==> config.mk <==
export PLATFORM = sky130hd
export DESIGN_NAME = script_fetch_seq
export DESIGN_NICKNAME = d
export VERILOG_FILES = /design/src/rtl/sfs_pkg.sv /design/src/rtl/sfs_ptr_reg.sv /design/src/rtl/sfs_decode.sv /design/src/rtl/sfs_fetch_fsm.sv /design/src/rtl/sfs_status.sv /design/src/rtl/script_fetch_seq.sv
export SDC_FILE = /design/constraint.sdc
export NUM_CORES = 1
export LEC_CHECK = 0
export ABC_AREA = 1
export CAP_MARGIN = 10
export CORE_ASPECT_RATIO = 1.75
export CORE_MARGIN = 2
export CORE_UTILIZATION = 35
export DETAILED_ROUTE_END_ITERATION = 10
export GPL_TIMING_DRIVEN = 0
export SYNTH_ARGS = -nofsm -noshare
export SYNTH_HDL_FRONTEND = slang
export SYNTH_SLANG_ARGS = --single-unit
==> constraint.sdc <==
create_clock -name clk -period 1.41 [get_ports clk]
set_input_delay 0.141 -clock clk [delete_from_list [all_inputs] [get_ports clk]]
set_output_delay 0.141 -clock clk [all_outputs]
set_load 0.05 [all_outputs]
==> src/rtl/sfs_pkg.sv <==
package sfs_pkg;
    localparam int ADDR_W = 32;
    localparam int WORD_W = 32;
    localparam int OPC_W  = 8;
    localparam int CNT_W  = WORD_W - OPC_W;
    localparam int ST_W   = 3;

    // status bit positions
    localparam int ST_HALT    = 0;
    localparam int ST_ILLEGAL = 1;
    localparam int ST_ALIGN   = 2;

    typedef enum logic [2:0] {
        S_IDLE,
        S_FETCH_LO,
        S_FETCH_HI,
        S_DECODE,
        S_ISSUE,
        S_WAIT
    } seq_state_e;

    typedef enum logic [1:0] {
        K_MOVE,
        K_HALT,
        K_ILLEGAL
    } op_kind_e;

    typedef struct packed {
        logic [CNT_W-1:0]  count;
        logic [ADDR_W-1:0] addr;
    } move_cmd_t;

    function automatic op_kind_e classify(input logic [OPC_W-1:0] op,
                                          input logic [OPC_W-1:0] mv_code,
                                          input logic [OPC_W-1:0] halt_code);
        if (op == mv_code)
            return K_MOVE;
        else if (op == halt_code)
            return K_HALT;
        else
            return K_ILLEGAL;
    endfunction
endpackage

==> src/rtl/sfs_ptr_reg.sv <==
module sfs_ptr_reg
    import sfs_pkg::*;
#(
    parameter int ALIGN_BITS = 3
) (
    input  logic              clk,
    input  logic              rst,
    input  logic              load_en,
    input  logic [ADDR_W-1:0] load_val,
    input  logic              adv_en,
    output logic              load_aligned,
    output logic [ADDR_W-1:0] ptr_q
);
    localparam logic [ADDR_W-1:0] STEP = ADDR_W'(1) << ALIGN_BITS;

    assign load_aligned = (load_val[ALIGN_BITS-1:0] == '0);

    always_ff @(posedge clk) begin
        if (rst)
            ptr_q <= '0;
        else if (load_en)
            ptr_q <= load_val;
        else if (adv_en)
            ptr_q <= ptr_q + STEP;
    end
endmodule

==> src/rtl/sfs_decode.sv <==
module sfs_decode
    import sfs_pkg::*;
#(
    parameter logic [OPC_W-1:0] OP_MOVE = 8'h10,
    parameter logic [OPC_W-1:0] OP_HALT = 8'h98
) (
    input  logic [WORD_W-1:0] word0,
    input  logic [WORD_W-1:0] word1,
    output op_kind_e          kind,
    output move_cmd_t         cmd
);
    always_comb begin
        kind      = classify(word0[WORD_W-1 -: OPC_W], OP_MOVE, OP_HALT);
        cmd.count = word0[CNT_W-1:0];
        cmd.addr  = word1[ADDR_W-1:0];
    end
endmodule

==> src/rtl/sfs_fetch_fsm.sv <==
module sfs_fetch_fsm
    import sfs_pkg::*;
(
    input  logic              clk,
    input  logic              rst,
    input  logic              start,
    input  logic [ADDR_W-1:0] ptr,
    output logic              mem_req,
    output logic [ADDR_W-1:0] mem_addr,
    input  logic              mem_rvalid,
    input  logic [WORD_W-1:0] mem_rdata,
    output logic              adv,
    output logic [WORD_W-1:0] w0_q,
    output logic [WORD_W-1:0] w1_q,
    input  op_kind_e          kind,
    input  move_cmd_t         cmd,
    output logic              dma_start,
    output logic [CNT_W-1:0]  dma_count,
    output logic [ADDR_W-1:0] dma_addr,
    input  logic              dma_done,
    output logic              ev_halt,
    output logic              ev_illegal,
    output logic              busy
);
    localparam logic [ADDR_W-1:0] WORD_BYTES = ADDR_W'(WORD_W / 8);

    seq_state_e state_q, state_d;
    move_cmd_t  cmd_q;

    always_comb begin
        state_d    = state_q;
        mem_req    = 1'b0;
        mem_addr   = ptr;
        adv        = 1'b0;
        dma_start  = 1'b0;
        ev_halt    = 1'b0;
        ev_illegal = 1'b0;
        unique case (state_q)
            S_IDLE: begin
                if (start)
                    state_d = S_FETCH_LO;
            end
            S_FETCH_LO: begin
                mem_req = 1'b1;
                if (mem_rvalid)
                    state_d = S_FETCH_HI;
            end
            S_FETCH_HI: begin
                mem_req  = 1'b1;
                mem_addr = ptr + WORD_BYTES;
                if (mem_rvalid) begin
                    adv     = 1'b1;
                    state_d = S_DECODE;
                end
            end
            S_DECODE: begin
                unique case (kind)
                    K_MOVE:    state_d = S_ISSUE;
                    K_HALT: begin
                        ev_halt = 1'b1;
                        state_d = S_IDLE;
                    end
                    default: begin
                        ev_illegal = 1'b1;
                        state_d    = S_IDLE;
                    end
                endcase
            end
            S_ISSUE: begin
                dma_start = 1'b1;
                state_d   = S_WAIT;
            end
            S_WAIT: begin
                if (dma_done)
                    state_d = S_FETCH_LO;
            end
            default: state_d = S_IDLE;
        endcase
    end

    always_ff @(posedge clk) begin
        if (rst) begin
            state_q <= S_IDLE;
            w0_q    <= '0;
            w1_q    <= '0;
            cmd_q   <= '0;
        end else begin
            state_q <= state_d;
            if (state_q == S_FETCH_LO && mem_rvalid)
                w0_q <= mem_rdata;
            if (state_q == S_FETCH_HI && mem_rvalid)
                w1_q <= mem_rdata;
            if (state_q == S_DECODE && kind == K_MOVE)
                cmd_q <= cmd;
        end
    end

    assign busy      = (state_q != S_IDLE);
    assign dma_count = cmd_q.count;
    assign dma_addr  = cmd_q.addr;


    mem_hold_chk: assert property (@(posedge clk) disable iff (rst)
        (mem_req && !mem_rvalid) |=> (mem_req && $stable(mem_addr)));


    dma_pulse_chk: assert property (@(posedge clk) disable iff (rst)
        dma_start |=> !dma_start);


    dma_cmd_hold_chk: assert property (@(posedge clk) disable iff (rst)
        (busy && !dma_done && !dma_start) |=> ($stable(dma_count) || $past(state_q) == S_DECODE));
endmodule

==> src/rtl/sfs_status.sv <==
module sfs_status
    import sfs_pkg::*;
(
    input  logic            clk,
    input  logic            rst,
    input  logic [ST_W-1:0] set_vec,
    input  logic            clr_wr,
    input  logic [ST_W-1:0] clr_data,
    output logic [ST_W-1:0] status,
    output logic            irq
);
    for (genvar i = 0; i < ST_W; i++) begin : g_bit
        always_ff @(posedge clk) begin
            if (rst)
                status[i] <= 1'b0;
            else if (set_vec[i])
                status[i] <= 1'b1;
            else if (clr_wr && clr_data[i])
                status[i] <= 1'b0;
        end


        sticky_bit_chk: assert property (@(posedge clk) disable iff (rst)
            (status[i] && !(clr_wr && clr_data[i])) |=> status[i]);


        set_wins_chk: assert property (@(posedge clk) disable iff (rst)
            set_vec[i] |=> status[i]);
    end

    assign irq = |status;
endmodule

==> src/rtl/script_fetch_seq.sv <==
module script_fetch_seq
    import sfs_pkg::*;
#(
    parameter int                ALIGN_BITS = 3,
    parameter logic [OPC_W-1:0]  OP_MOVE    = 8'h10,
    parameter logic [OPC_W-1:0]  OP_HALT    = 8'h98
) (
    input  logic              clk,
    input  logic              rst,
    input  logic              host_ptr_wr,
    input  logic [ADDR_W-1:0] host_ptr_data,
    input  logic              host_stat_wr,
    input  logic [ST_W-1:0]   host_stat_data,
    output logic [ADDR_W-1:0] ptr_out,
    output logic              busy,
    output logic              irq,
    output logic [ST_W-1:0]   status,
    output logic              mem_req,
    output logic [ADDR_W-1:0] mem_addr,
    input  logic              mem_rvalid,
    input  logic [WORD_W-1:0] mem_rdata,
    output logic              dma_start,
    output logic [CNT_W-1:0]  dma_count,
    output logic [ADDR_W-1:0] dma_addr,
    input  logic              dma_done
);
    logic              accept, aligned, start, adv;
    logic              ev_halt, ev_illegal;
    logic [WORD_W-1:0] w0, w1;
    logic [ST_W-1:0]   set_vec;
    op_kind_e          kind;
    move_cmd_t         cmd;

    assign accept = host_ptr_wr && !busy;
    assign start  = accept && aligned;

    sfs_ptr_reg #(.ALIGN_BITS(ALIGN_BITS)) u_ptr (
        .clk          (clk),
        .rst          (rst),
        .load_en      (start),
        .load_val     (host_ptr_data),
        .adv_en       (adv),
        .load_aligned (aligned),
        .ptr_q        (ptr_out)
    );

    sfs_decode #(.OP_MOVE(OP_MOVE), .OP_HALT(OP_HALT)) u_dec (
        .word0 (w0),
        .word1 (w1),
        .kind  (kind),
        .cmd   (cmd)
    );

    sfs_fetch_fsm u_fsm (
        .clk        (clk),
        .rst        (rst),
        .start      (start),
        .ptr        (ptr_out),
        .mem_req    (mem_req),
        .mem_addr   (mem_addr),
        .mem_rvalid (mem_rvalid),
        .mem_rdata  (mem_rdata),
        .adv        (adv),
        .w0_q       (w0),
        .w1_q       (w1),
        .kind       (kind),
        .cmd        (cmd),
        .dma_start  (dma_start),
        .dma_count  (dma_count),
        .dma_addr   (dma_addr),
        .dma_done   (dma_done),
        .ev_halt    (ev_halt),
        .ev_illegal (ev_illegal),
        .busy       (busy)
    );

    always_comb begin
        set_vec             = '0;
        set_vec[ST_HALT]    = ev_halt;
        set_vec[ST_ILLEGAL] = ev_illegal;
        set_vec[ST_ALIGN]   = accept && !aligned;
    end

    sfs_status u_stat (
        .clk      (clk),
        .rst      (rst),
        .set_vec  (set_vec),
        .clr_wr   (host_stat_wr),
        .clr_data (host_stat_data),
        .status   (status),
        .irq      (irq)
    );


    launch_chk: assert property (@(posedge clk) disable iff (rst)
        (host_ptr_wr && !busy && host_ptr_data[ALIGN_BITS-1:0] == '0)
        |=> (mem_req && mem_addr == $past(host_ptr_data)));


    ptr_step_chk: assert property (@(posedge clk) disable iff (rst)
        adv |=> (ptr_out == $past(ptr_out) + (ADDR_W'(1) << ALIGN_BITS)));


    busy_ignore_chk: assert property (@(posedge clk) disable iff (rst)
        (host_ptr_wr && busy && !adv) |=> $stable(ptr_out));


    misalign_chk: assert property (@(posedge clk) disable iff (rst)
        (host_ptr_wr && !busy && host_ptr_data[ALIGN_BITS-1:0] != '0)
        |=> (!busy && status[ST_ALIGN] && $stable(ptr_out)));
endmodule

# Word level (Yosys, flattened, before mapping)
# Index checks and enable logic that the tools add are counted.
[word_totals]
regBits = 158
inputBits = 73
[op_classes]
n_addsub = 2
n_reduce_logical = 23
eq_ne = 12
n_mux = 25
[op_table]
columns = ["cell", "count"]
rows = [
  ["$mux 32", 3],
  ["$add 32x3->32 const B", 1],
  ["$add 32x4->32 const B", 1],
  ["$pmux 3 s6", 1],
  ["$mux 3", 5],
  ["$mux 1", 14],
  ["$logic_and 1x1->1", 9],
  ["$eq 8x5->1 const B", 1],
  ["$eq 8x8->1 const B", 1],
  ["$ne 2x2->1 const B", 4],
  ["$reduce_bool 2->1", 4],
  ["$eq 3x2->1 const B", 2],
  ["$eq 3x3->1 const B", 2],
  ["$logic_not 3->1", 2],
  ["$mux 2", 2],
  ["$reduce_and 4->1", 1],
  ["$reduce_or 2->1", 2],
  ["$eq 3x1->1 const B", 1],
  ["$reduce_bool 3->1", 1],
  ["$reduce_or 3->1", 1],
  ["$eq 2x1->1 const B", 1],
  ["$logic_not 1->1", 2],
  ["$logic_not 2->1", 1],
]

# Logic depth before layout (Yosys ltp)
[logic_depth]
depth_word = 8
ltp_mapped = 10
ltp_nobuf = 10

# Modules after synthesis
# A second synthesis with hierarchy kept.
[unflattened]
cells_unflattened = 1174
hier_area_um2 = 8129.0
[by_module_without_submodules]
columns = ["mod", "seq_area_each_um2", "n_inst", "cells_each", "area_per_inst_um2"]
rows = [
  ["sfs_fetch_fsm", 2462.4, 1, 754, 5407.7],
  ["sfs_ptr_reg", 640.6, 1, 323, 2085.8],
  ["sfs_decode", 0.0, 1, 74, 493.0],
  ["sfs_status", 60.1, 1, 18, 123.9],
  ["script_fetch_seq", 0.0, 1, 5, 18.8],
]

# Worst setup path before layout
# No wires, ideal clock.
[synth_path]
kind = "register to output"
from = "register u_ptr.ptr_q[4]"
to = "output mem_addr[27]"
path_slack_ns = -1.203
required_time_ns = 1.269
stages_incl_launch_ff = 9
arrival_time_ns = 2.472
path_cell_list = "dfxtp_1 -> ha_1 -> inv_1 -> nor2_1 -> nand2_1 -> nor3_1 -> nand2_1 -> nor2_1 -> xor2_1"
[synth_between]
elab_chain_len = 2
[synth_lines]
columns = ["item", "line", "source"]
rows = [
  ["start: declaration", "sfs_ptr_reg.sv:12", "output logic [ADDR_W-1:0] ptr_q"],
  ["start signal: assignment", "sfs_ptr_reg.sv:22", "ptr_q <= load_val;"],
  ["start signal: assignment", "sfs_ptr_reg.sv:24", "ptr_q <= ptr_q + STEP;"],
  ["$add 32x3->32", "sfs_fetch_fsm.sv:50", "mem_addr = ptr + WORD_BYTES;"],
  ["$mux 32", "sfs_fetch_fsm.sv:38", "unique case (state_q)"],
  ["end: declaration", "script_fetch_seq.sv:19", "output logic [ADDR_W-1:0] mem_addr,"],
]
# No other way between the ends.

# Final worst setup path
[layout_path]
from = "register u_ptr.ptr_q[3]"
to = "output mem_addr[20]"
# The elaborated chain is that of the path after synthesis.

==> summary.md <==
| Metric | Value |
|---|---|
| Status | `complete, but fails checks` |
| Failing checks | `setup timing` |
| Syn Area/Cell | `7.01 µm²` |
| First-pass GRT wire length | `43,200 µm` |
| Hpwl dp | `20,200 µm` |
| CP max FO | `3` |
| # H-tree levels | `4` |
| Rows | `69` |
| Ys flop type | `dfxtp_1` |
| Vias in the first global route | `8,213` |
| Vias post-DR | `8,238` |
| Yosys warns | `0` |
| Distinct cells, synth | `39` |
| Grt total ovfl | `0` |
| Max IR drop VDD | `1.00 mV` |
| HP Start | `host_ptr_data[3]` |
| Final GP Congestion | `0.892` |
| Clock Pin Slew Worst Setup and Hold Paths | `0.06 ns` |
| Mapped Cells | `1,017` |
| Reg power frac | `36.5%` |
| Worst Tran Pin Value | `0.810 ns` |
| Leakage | `5.36 nW` |
| Area leader, netlist | `dfxtp_1` |
| GRT Overall Usage | `26.4%` |
| Worst hold path class | `in2reg` |
| Startpoint Class | `register` |
| Floorplan core area | `20,100 µm²` |
| Logic pwr share | `29.2%` |
| Critical Path End Type | `output pin` |
| Top-Level Pins | `200` |
| Die Width | `112 µm` |
| Die Height | `193 µm` |
| Area delta synth->final | `91.8%` |
| Clock share of power | `34.2%` |
| Most instantiated cells after synthesis | `300 x nor2_1, 158 x dfxtp_1, 154 x nand2_1` |
| Most frequent cell after synthesis | `nor2_1` |
| Worst R2R Start | `u_fsm.w0_q[28]$_SDFFE_PP0P_` |
| Arrival time worst endpoint | `2.13 ns` |
| Layout Skew | `0.00802 ns` |
| Synth Register Bits | `158` |
| Max-cap violations | `0` |
| WL/cell | `18.8 µm` |
| Rel. slew slack | `46.0%` |
| Worst setup slack after layout | `-0.863 ns` |
| Vias per Instance | `5.12` |
| Sinks on Clock Net | `158` |
| Ys async rst share | `0%` |
| Switching power | `0.00469 W` |
| Antenna-violating nets left | `0` |
| Diodes inserted | `0` |
| Final setup viols | `188` |
| Overall power | `0.0143 W` |
| Clock tree root driver cell | `clkbuf_16` |
| Power Dens Cells | `1050 nW/µm²` |
| Share of cells above drive strength 1 | `48.2%` |
| Internal power | `0.00964 W` |
| DRC | `0` |
| Final Max Tran Viols | `0` |
| DRT iter0 DRCs | `397` |
| Worst skew pair latency | `0.44 ns` |
| Post-synth EDFFs | `0` |
| Dpl ws | `-1.32 ns` |
| Critical path type | `reg2out` |
| Reg2reg setup slack | `-0.34 ns` |
| Initial Util | `35.4%` |
| Worst endpoint required time | `1.27 ns` |
| Syn_nets | `1,092` |
| Max frequency | `440 MHz` |
| Clock Path Buffers | `2` |
| Drt pass-1 iters | `5` |
| DR top layer | `met4` |
| Final Critical Period | `2.27 ns` |
| DR WL met2 | `17,100 µm` |
| Final wirelength | `30,300 µm` |
| Top cells by area, synth | `dfxtp_1 44%, nor2_1 16%, o21ai_0 10%` |
| Antenna violations before repair | `0` |
| Post-Syn Area | `7130 µm²` |
| PortBufs | `199` |
| Period utilization | `161%` |
| M1 WL | `9750 µm` |
| RSZ-0062 raised after global routing | `true` |
| Placed cell area | `10,100 µm²` |
| Switching share of power | `32.7%` |
| Die ar. | `21,600 µm²` |
| Post-synth top area share | `44.4%` |
| Routed wl met3 | `1520 µm` |
| Num CTS Buffers | `17` |
| Largest net degree at the start of global routing | `17` |
| Fin. Hold Viols | `0` |
| Design area | `13,700 µm²` |
| Register area share after synthesis | `44.4%` |
| Launch point of the worst path | `u_ptr.ptr_q[3]$_SDFFE_PP0P_` |
| Layout Nets | `1,424` |
| CTS tree | `done` |
-- cells in the final DEF, fill, tap and decap left out, drive strengths merged, types with 39 or more instances in the layout --
master,instances
clkbuf,51
clkdlybuf4s15,89
inv,61
clkdlybuf4s50,72
buf,174
nor2,312
nand2,160
dfxtp,158
nand3,39
o21ai,147
-- through the flow --
step	util [%]	hold WS [ns]	setup TNS [ns]	std cells
5_1_grt	68.0	0.311	-66.81	1610
6_report	68.0	0.296	-53.59	1610
3_3_place_gp	50.3	0.449	-98.61	1464
3_5_place_dp	50.3	0.451	-100.45	1464
2_1_floorplan	-	0.276	-9.00	1017
4_1_cts	61.2	0.289	-53.05	1576
-- final cells by class --
class                      count  area, µm²
fill                        1609       6440
sequential                   158       3270
tap                          248        310
clock inverter                10        125
timing repair buffer         318       3580
inverter                      58        268
clock buffer                  22        495
timing repair inverter         2       18.8
multi-input combinational    748       5090
buffer                        46        522
-- flip-flops by register name, summed over array words and instances, names as in the netlist --
register,cells
u_fsm.dma_count,24
u_fsm.state_q,3
u_fsm.w0_q,32
u_stat.status,3
u_ptr.ptr_q,32
u_fsm.dma_addr,32
u_fsm.w1_q,32
-- worst paths after layout --
path	cells past startpoint	end
worst min-delay path	3	u_ptr.ptr_q[3]$_SDFFE_PP0P_
worst min register to register	2	u_ptr.ptr_q[0]$_SDFFE_PP0P_
worst max-delay path	11	mem_addr[20]
worst max register to register	12	u_fsm.dma_addr[10]$_SDFFE_PP0P_
-- cell families after synthesis --
group | Yosys count | share of synthesized area (%)
flops | 158 | 44.4
mux | 2 | 0.298
simple gates | 526 | 31.1
buf+inv | 111 | 6.79
xor+xnor | 27 | 3.32
compound gates | 191 | 13.8
fa+ha+maj | 2 | 0.351
-- worst max-delay path, stage by stage, from the launching register on --
cell,delay [ns]
dfxtp_4,0.38
ha_4,0.14
inv_4,0.04
nor3_4,0.23
buf_6,0.14
nand2_4,0.05
nor2_4,0.12
buf_4,0.13
buf_6,0.09
nand3_4,0.07
xor2_4,0.15
buf_6,0.15
-- per-layer routing --
metal	vias up	GRT usage, %
met2	284	53.3
met3	101	6.12
met4	0	16.0
li1	3935	-
met5	-	0
met1	3918	23.0
-- power by group through the flow --
stage | logic, W | clock network [W] | registers, W
floorplan | 0.00145 | 0 | 0.00536
global placement | 0.00253 | 0 | 0.00523
detailed placement | 0.00255 | 0 | 0.00524
CTS | 0.00340 | 0.00496 | 0.00516
global route | 0.00442 | 0.00516 | 0.00528
finish | 0.00419 | 0.00490 | 0.00523
-- timing repair --
action | 4_1_cts | 5_1_grt
gates cloned | 8 | 8
hold buffers | 0 | 0
gates resized for setup | 720 | 367
setup buffers | 72 | 47
pin swaps | 47 | 119
setup endpoints to repair | 283 | 198
No activity file was read; power rests on OpenSTA's default activity.
